## config.mk

```make
export PLATFORM = sky130hd
export DESIGN_NAME = sdcmd_engine
export DESIGN_NICKNAME = d
export VERILOG_FILES = /design/src/rtl/sdcmd_pkg.sv /design/src/rtl/sdcmd_tx.sv /design/src/rtl/sdcmd_rx.sv /design/src/rtl/sdcmd_tmo.sv /design/src/rtl/sdcmd_engine.sv
export SDC_FILE = /design/constraint.sdc
export NUM_CORES = 1
export LEC_CHECK = 0
export BUFFER_PORTS_ARGS = -buffer_cell sky130_fd_sc_hd__buf_2
export CORE_MARGIN = 3
export CORE_UTILIZATION = 56
export CTS_CLUSTER_DIAMETER = 80
export CTS_CLUSTER_SIZE = 40
export DETAILED_ROUTE_END_ITERATION = 8
export PLACE_DENSITY_LB_ADDON = 0.1
export SLEW_MARGIN = 20
export SYNTH_ARGS = -nofsm -noshare
export SYNTH_HDL_FRONTEND = slang
export SYNTH_SLANG_ARGS = --single-unit
export TNS_END_PERCENT = 50
```

## constraint.sdc

```tcl
create_clock -name clk -period 3 [get_ports clk]
set_input_delay 0.15 -clock clk [delete_from_list [all_inputs] [get_ports clk]]
set_output_delay 0.15 -clock clk [all_outputs]
set_load 0.01 [all_outputs]
```

## src/rtl/sdcmd_pkg.sv

```systemverilog
package sdcmd_pkg;
   localparam int CMD_LEN     = 48;
   localparam int SHORT_LEN   = 48;
   localparam int LONG_LEN    = 136;
   localparam int LONG_DATA_W = 120;
   localparam int IDX_W       = 6;
   localparam int ARG_W       = 32;
   localparam int BODY_W      = 2 + IDX_W + ARG_W;

   typedef enum logic [2:0] {
      ST_IDLE, ST_SEND, ST_GAP, ST_WAIT, ST_RECV, ST_CLKS
   } eng_state_t;

   // one serial step of the x^7+x^3+1 checksum
   function automatic logic [6:0] crc7_step(input logic [6:0] c, input logic b);
      logic fb;
      fb = b ^ c[6];
      return {c[5:0], 1'b0} ^ (fb ? 7'h09 : 7'h00);
   endfunction

   function automatic logic [6:0] crc7_body(input logic [BODY_W-1:0] d);
      logic [6:0] c;
      c = '0;
      for (int i = BODY_W - 1; i >= 0; i--) c = crc7_step(c, d[i]);
      return c;
   endfunction
endpackage

```

## src/rtl/sdcmd_tx.sv

```systemverilog
module sdcmd_tx
   import sdcmd_pkg::*;
(
   input  logic             clk,
   input  logic             rst_n,
   input  logic             load,
   input  logic             shift,
   input  logic [IDX_W-1:0] idx,
   input  logic [ARG_W-1:0] arg,
   output logic             bit_out
);
   logic [CMD_LEN-1:0] sh_q;
   logic [BODY_W-1:0]  body;

   assign body = {2'b01, idx, arg};

   always_ff @(posedge clk or negedge rst_n) begin
      if (!rst_n)      sh_q <= '1;
      else if (load)   sh_q <= {body, crc7_body(body), 1'b1};
      else if (shift)  sh_q <= {sh_q[CMD_LEN-2:0], 1'b1};
   end

   assign bit_out = sh_q[CMD_LEN-1];
endmodule

```

## src/rtl/sdcmd_rx.sv

```systemverilog
module sdcmd_rx
   import sdcmd_pkg::*;
#(
   parameter bit LONG_EN = 1'b1
) (
   input  logic                   clk,
   input  logic                   rst_n,
   input  logic                   first,
   input  logic                   shift,
   input  logic                   bit_in,
   input  logic                   long_sel,
   output logic                   last,
   output logic                   crc_match,
   output logic [31:0]            word,
   output logic [7:0]             tail,
   output logic [LONG_DATA_W-1:0] long_data
);
   localparam int SH_W  = LONG_EN ? LONG_LEN : SHORT_LEN;
   localparam int POS_W = $clog2(LONG_LEN + 1);
   localparam logic [POS_W-1:0] P_SHORT_END = POS_W'(SHORT_LEN - 9);
   localparam logic [POS_W-1:0] P_LONG_BEG  = POS_W'(LONG_LEN - 128);
   localparam logic [POS_W-1:0] P_LONG_END  = POS_W'(LONG_LEN - 9);
   localparam logic [POS_W-1:0] P_SHORT_LST = POS_W'(SHORT_LEN - 1);
   localparam logic [POS_W-1:0] P_LONG_LST  = POS_W'(LONG_LEN - 1);

   logic [SH_W-1:0]  sh_q;
   logic [POS_W-1:0] pos_q, pos_now;
   logic [6:0]       crc_q, crc_base;
   logic             is_long, covered;

   assign is_long  = LONG_EN && long_sel;
   assign pos_now  = first ? '0 : pos_q;
   assign crc_base = first ? '0 : crc_q;

   always_comb begin
      if (is_long) covered = (pos_now >= P_LONG_BEG) && (pos_now <= P_LONG_END);
      else         covered = (pos_now <= P_SHORT_END);
   end

   assign last      = shift && (pos_now == (is_long ? P_LONG_LST : P_SHORT_LST));
   assign crc_match = (sh_q[6:0] == crc_q);

   always_ff @(posedge clk or negedge rst_n) begin
      if (!rst_n) begin
         sh_q  <= '0;
         pos_q <= '0;
         crc_q <= '0;
      end else if (shift) begin
         sh_q  <= {sh_q[SH_W-2:0], bit_in};
         pos_q <= pos_now + 1'b1;
         crc_q <= covered ? crc7_step(crc_base, bit_in) : crc_base;
      end
   end

   assign word = sh_q[47:16];
   assign tail = sh_q[15:8];

   generate
      if (LONG_EN) begin : g_long
         assign long_data = sh_q[127:8];
      end else begin : g_short_only
         assign long_data = '0;
      end
   endgenerate
endmodule

```

## src/rtl/sdcmd_tmo.sv

```systemverilog
module sdcmd_tmo #(
   parameter int W = 24
) (
   input  logic         clk,
   input  logic         rst_n,
   input  logic         run,
   input  logic [W-1:0] limit,
   output logic         expire
);
   logic [W-1:0] cnt_q;

   assign expire = run && (limit != '0) && (cnt_q == limit - 1'b1);

   always_ff @(posedge clk or negedge rst_n) begin
      if (!rst_n)     cnt_q <= '0;
      else if (!run)  cnt_q <= '0;
      else            cnt_q <= cnt_q + 1'b1;
   end
endmodule

```

## src/rtl/sdcmd_engine.sv

```systemverilog
module sdcmd_engine
   import sdcmd_pkg::*;
#(
   parameter int TMO_W      = 24,
   parameter int INIT_CLKS  = 74,
   parameter int TRAIL_CLKS = 8,
   parameter int GAP_CYC    = 2,
   parameter bit LONG_EN    = 1'b1
) (
   input  logic                   clk,
   input  logic                   rst_n,
   input  logic                   soft_rst,
   input  logic                   clk_keep,
   input  logic                   cmd_go,
   input  logic                   init_go,
   input  logic                   trail_go,
   input  logic                   rsp_want,
   input  logic                   rsp_long,
   input  logic [5:0]             cmd_idx,
   input  logic [31:0]            cmd_arg,
   input  logic [TMO_W-1:0]       tmo_limit,
   input  logic                   cmd_in,
   output logic                   cmd_out,
   output logic                   cmd_oe,
   output logic                   sd_clk_en,
   output logic                   busy,
   output logic                   done,
   output logic                   send_pend,
   output logic                   resp_pend,
   output logic                   clks_pend,
   output logic [31:0]            rsp_word,
   output logic [7:0]             rsp_tail,
   output logic [119:0]           rsp_long_data,
   output logic                   crc_ok,
   output logic                   crc_err,
   output logic                   tmo_flag
);
   localparam int MAX_A   = (INIT_CLKS > TRAIL_CLKS) ? INIT_CLKS : TRAIL_CLKS;
   localparam int MAX_B   = (CMD_LEN > GAP_CYC) ? CMD_LEN : GAP_CYC;
   localparam int MAX_SEQ = (MAX_A > MAX_B) ? MAX_A : MAX_B;
   localparam int CNT_W   = $clog2(MAX_SEQ + 1);
   localparam logic [CNT_W-1:0] INIT_LOAD  = CNT_W'(INIT_CLKS - 1);
   localparam logic [CNT_W-1:0] TRAIL_LOAD = CNT_W'(TRAIL_CLKS - 1);
   localparam logic [CNT_W-1:0] CMD_LOAD   = CNT_W'(CMD_LEN - 1);
   localparam logic [CNT_W-1:0] GAP_LOAD   = CNT_W'(GAP_CYC - 1);

   generate
      if (TMO_W < 1 || TMO_W > 32) begin : g_bad_tmo
         $error("sdcmd_engine: TMO_W must lie in 1..32");
      end
      if (INIT_CLKS < 1 || TRAIL_CLKS < 1) begin : g_bad_burst
         $error("sdcmd_engine: clock bursts need at least one cycle");
      end
      if (GAP_CYC < 1) begin : g_bad_gap
         $error("sdcmd_engine: GAP_CYC must be at least 1");
      end
   endgenerate

   eng_state_t       state_q;
   logic [CNT_W-1:0] cnt_q;
   logic             want_q, long_q, done_q, crc_ok_q, crc_err_q, tmo_q;
   logic             tx_load, tx_bit, rx_first, rx_shift, rx_last, rx_match;
   logic             tmo_run, tmo_expire;

   assign tx_load  = (state_q == ST_IDLE) && !soft_rst && !init_go && cmd_go;
   assign rx_first = (state_q == ST_WAIT) && !soft_rst && !cmd_in;
   assign rx_shift = rx_first || ((state_q == ST_RECV) && !soft_rst);
   assign tmo_run  = (state_q == ST_WAIT) && cmd_in;

   sdcmd_tx u_tx (
      .clk(clk), .rst_n(rst_n), .load(tx_load), .shift(state_q == ST_SEND),
      .idx(cmd_idx), .arg(cmd_arg), .bit_out(tx_bit)
   );

   sdcmd_rx #(.LONG_EN(LONG_EN)) u_rx (
      .clk(clk), .rst_n(rst_n), .first(rx_first), .shift(rx_shift), .bit_in(cmd_in),
      .long_sel(long_q), .last(rx_last), .crc_match(rx_match),
      .word(rsp_word), .tail(rsp_tail), .long_data(rsp_long_data)
   );

   sdcmd_tmo #(.W(TMO_W)) u_tmo (
      .clk(clk), .rst_n(rst_n), .run(tmo_run), .limit(tmo_limit), .expire(tmo_expire)
   );

   always_ff @(posedge clk or negedge rst_n) begin
      if (!rst_n) begin
         state_q   <= ST_IDLE;
         cnt_q     <= '0;
         want_q    <= 1'b0;
         long_q    <= 1'b0;
         done_q    <= 1'b0;
         crc_ok_q  <= 1'b0;
         crc_err_q <= 1'b0;
         tmo_q     <= 1'b0;
      end else begin
         done_q <= 1'b0;
         if (soft_rst) begin
            state_q <= ST_IDLE;
            cnt_q   <= '0;
            want_q  <= 1'b0;
         end else begin
            case (state_q)
               ST_IDLE: begin
                  if (init_go) begin
                     state_q <= ST_CLKS;
                     cnt_q   <= INIT_LOAD;
                  end else if (cmd_go) begin
                     state_q   <= ST_SEND;
                     cnt_q     <= CMD_LOAD;
                     want_q    <= rsp_want;
                     long_q    <= rsp_long;
                     crc_ok_q  <= 1'b0;
                     crc_err_q <= 1'b0;
                     tmo_q     <= 1'b0;
                  end else if (trail_go) begin
                     state_q <= ST_CLKS;
                     cnt_q   <= TRAIL_LOAD;
                  end
               end
               ST_SEND: begin
                  if (cnt_q == '0) begin
                     if (want_q) begin
                        state_q <= ST_GAP;
                        cnt_q   <= GAP_LOAD;
                     end else begin
                        state_q <= ST_IDLE;
                        done_q  <= 1'b1;
                     end
                  end else cnt_q <= cnt_q - 1'b1;
               end
               ST_GAP: begin
                  if (cnt_q == '0) state_q <= ST_WAIT;
                  else             cnt_q   <= cnt_q - 1'b1;
               end
               ST_WAIT: begin
                  if (!cmd_in) state_q <= ST_RECV;
                  else if (tmo_expire) begin
                     state_q <= ST_IDLE;
                     tmo_q   <= 1'b1;
                     done_q  <= 1'b1;
                     want_q  <= 1'b0;
                  end
               end
               ST_RECV: begin
                  if (rx_last) begin
                     state_q   <= ST_IDLE;
                     done_q    <= 1'b1;
                     want_q    <= 1'b0;
                     crc_ok_q  <= rx_match;
                     crc_err_q <= !rx_match;
                  end
               end
               ST_CLKS: begin
                  if (cnt_q == '0) begin
                     state_q <= ST_IDLE;
                     done_q  <= 1'b1;
                  end else cnt_q <= cnt_q - 1'b1;
               end
               default: state_q <= ST_IDLE;
            endcase
         end
      end
   end

   assign busy      = (state_q != ST_IDLE);
   assign send_pend = (state_q == ST_SEND);
   assign clks_pend = (state_q == ST_CLKS);
   assign resp_pend = want_q;
   assign cmd_oe    = (state_q == ST_SEND) || (state_q == ST_CLKS);
   assign cmd_out   = (state_q == ST_SEND) ? tx_bit : 1'b1;
   assign sd_clk_en = clk_keep || busy;
   assign done      = done_q;
   assign crc_ok    = crc_ok_q;
   assign crc_err   = crc_err_q;
   assign tmo_flag  = tmo_q;
endmodule

```

==> summary.txt <==
Status
  • Status: finished, final reports clean

Synth
  • Post-synth ARST share: 100%
  • Synth Instances: approximately 1,400
  • Synth area leader: dfrtp_1
  • Synth top area cells: dfrtp_1 37%, nand2_1 15%, dfstp_2 9.9%
  • Synth cell types: 66
  • Syn nets: 1,509
  • Seq/Total Area, Yosys: around 47%
  • Ys Warns: 0
  • Synthesized cell area: between 0.01 and 0.015 mm^2
  • Post-synth EDFFs: 0
  • Most frequent cell after synthesis: nand2_1
  • Flops & latches, synth: 230
  • Synth Flop Type: dfrtp_1
  • Average size of a mapped cell: 8.73 um^2
  • Yosys top cell area share: around 37%
  • Post-synth top cells: 505 x nand2_1, 183 x dfrtp_1, 160 x buf_4

Global routing
  • Total grt overflow: 0
  • Largest net degree at the start of global routing: 100
  • First-pass GRT wire length: 45.8 mm
  • Global Route Usage Sum: about 23%
  • Vias in the first global route: 9,094
  • Antenna violations before repair: 0

Placed design
  • GP Congestion: 0.906
  • Inst Count DP: roughly 1,800
  • Final HPWL DP: roughly 19 mm
  • IO buf count: 242

Critical path
  • CP max stage cell: dlygate4sd3_1
  • Startpoint Class: input port
  • Worst Path Arrival: slightly above 3000 ps
  • Crit path max fanout: 3
  • Most frequent CP cell: xnor2_1
  • Worst stage delay on the critical path: between 500 and 600 ps
  • CP Class: input port to flop
  • Endpoint class of the critical path: flop
  • Worst Path Required: ~3400 ps
  • CP cell instances: dlygate4sd3_1 -> buf_2 -> xnor2_1 -> xnor3_1 -> xor2_1 -> xnor2_1 -> xnor3_1 -> xnor2_1 -> nand2_1 -> o21ai_0

Pwr
  • P per Cell Area: around 640 mW/mm^2
  • Leak pwr: between 7 and 8 nW
  • Max VDD drop: 0.000493 V

Layout
  • Storage cell area: between 0.005 and 0.006 mm^2
  • Area Growth Syn to Fin: 9.96%
  • Antenna cells: 0
  • NumNets Final: ~1,600
  • Area of the multi-input gates: approximately 0.0052 mm^2
  • Final std cells w/o fill: roughly 1,800
  • Layout cell share with drive strength beyond 1: 23.0%
  • FILL cells: 1,900

Timing
  • Total negative slack: 0 ps
  • Minimum clock period: about 2600 ps
  • RSZ-0062 raised after global routing: false
  • Final setup viols: 0
  • Max-slew violation count: 0
  • Slew @ Worst Pin: ~860 ps
  • Final period util: 88.3%
  • Final Hold Viols: 0
  • Slew headroom: 42.4%
  • FMAX: approximately 380 MHz
  • Clock skew: roughly 14 ps

Clock tree
  • CTS buffer count: 13
  • Root Buffer: clkbuf_16
  • Post-CTS Setup Bufs: 0
  • CTS clk-pin slew, worst paths: around 110 ps
  • Worst-Skew Late Latency: between 400 and 500 ps
  • CTS sink cnt: 230
  • Longest Clk Path Bufs: 3
  • CTS tree: built
  • H-tree levels: 1

Route
  • First-pass DRT Iterations: 5
  • Vias/cell: roughly 5.3
  • WL met1: 12.7 mm
  • Post-DRT Antenna Nets: 0
  • Remaining DRCs: 0
  • Routed length on met3: approximately 1.6 mm
  • WL/cell: between 15 and 20 um
  • Post-Route WL: 27.9 mm
  • Initial DRC Count: 560
  • Top Metal Used: met4
  • Vias: between 9,000 and 10,000
  • Met2 routed WL: about 13 mm

Floorplan
  • Die area: ~0.024 mm^2
  • Core Footprint: about 0.022 mm^2
  • Die H: about 160 um
  • Initial Utilization: between 50% and 60%
  • Row count: 54
  • Die Wd: 155 um
  • I/O Pins: 243

Job
  • # Max-Cap Violations: 0

Hold path
  • Hold crit path type: input port to flop
==> critical path: cells and delay by family <==
| family | cells | cell delay (ps) |
|---|---|---|
| buf+inv | 2 | 680 |
| compound gates | 1 | 120 |
| simple gates | 1 | 80 |
| xor+xnor | 6 | 2010 |
==> path summary, 6_finish.rpt <==
check | from | depth (start not counted) | end | slack (ps)
max in group asynchronous | rst_n | 3 | u_rx.sh_q[93]$_DFFE_PN0P_ | 1810
worst min-delay path | cmd_in | 2 | u_tmo.cnt_q[1]$_DFF_PN0_ | 50
worst max register to register | state_q[0]$_DFFE_PN0P_ | 12 | state_q[1]$_DFFE_PN0P_ | 370
min in group asynchronous | rst_n | 2 | u_tmo.cnt_q[16]$_DFF_PN0_ | 260
worst min register to register | u_tx.sh_q[31]$_DFFE_PN1P_ | 2 | u_tx.sh_q[31]$_DFFE_PN1P_ | 460
worst max-delay path | cmd_idx[2] | 10 | u_tx.sh_q[6]$_DFFE_PN1P_ | 350
==> cells by family after synthesis <==
group                    share of synthesized area [%]
buffers and inverters                             12.0
flip-flops                                        46.6
multiplexers                                      1.30
AND/OR/NAND/NOR                                   22.9
AO/OA/AOI/OAI                                     6.94
XOR/XNOR                                          9.76
adder cells (fa/ha/maj)                          0.601
==> cells in the final DEF (no fill, tap or decap), drive strengths merged, types with 15 or more instances in the layout <==
master       netlist  routed
buf              161     265
dlygate4sd3        0      42
inv               17      23
xor2              46      46
dfstp             47      47
a22oi             39      39
nor2              79      79
o21ai             34      34
clkbuf            56      15
dfrtp            183     183
a21oi             24      24
nand2            505     505
xnor2             70      70
nor3              18      18
nand3             17      17
==> power breakdown <==
part	internal (mW)	switching [mW]	leakage [nW]	total (mW)
combinational	1.15	1.63	4.02	2.78
sequential	3.75	0.338	3.01	4.09
clock	0.902	1.09	0.207	1.99
total	5.80	3.06	7.24	8.86
==> per-stage QoR <==
step	setup slack (ps)	total power, mW	area (um^2)	hold WS (ps)	util [%]
finish	351	8.86	13700	54.7	62.7
global placement	255	6.77	12900	205	58.8
detailed placement	136	6.85	12900	206	58.8
CTS	105	8.92	13700	25.4	62.7
floorplan	280	6.05	12500	-146	-
global route	64.7	9.44	13700	41.0	62.7
==> sequential cells by signal, summed over array words and instances, names as in the netlist <==
name	flops
done	1
u_rx.sh_q	128
u_tx.sh_q	47
tmo_flag	1
u_rx.crc_q	7
crc_err	1
resp_pend	1
u_tmo.cnt_q	24
crc_ok	1
long_q	1
cnt_q	7
u_rx.pos_q	8
state_q	3
==> area by class of cell <==
cell class / instances / share of cell area [%]
Clock inverter: 6 / 0.474
Tap cell: 280 / 2.55
Inverter: 18 / 0.492
Timing Repair Buffer: 307 / 13.5
Clock buffer: 15 / 2.58
Sequential cell: 230 / 42.3
Multi-Input combinational cell: 966 / 38.1
==> per-layer routing <==
| layer | vias to the layer above | track usage (%) |
|---|---|---|
| met5 | - | 0 |
| met4 | 0 | 5.88 |
| met3 | 52 | 3.78 |
| met2 | 278 | 35.3 |
| met1 | 4559 | 32.8 |
| li1 | 4693 | - |
==> what timing repair did <==
item                                    4_1_cts  5_1_grt
hold endpoints to repair                    123        0
hold buffers                                 42        0
endpoints found under the setup margin        0        5
gates resized for setup                       0        3
(Power assumes the default switching activity.)
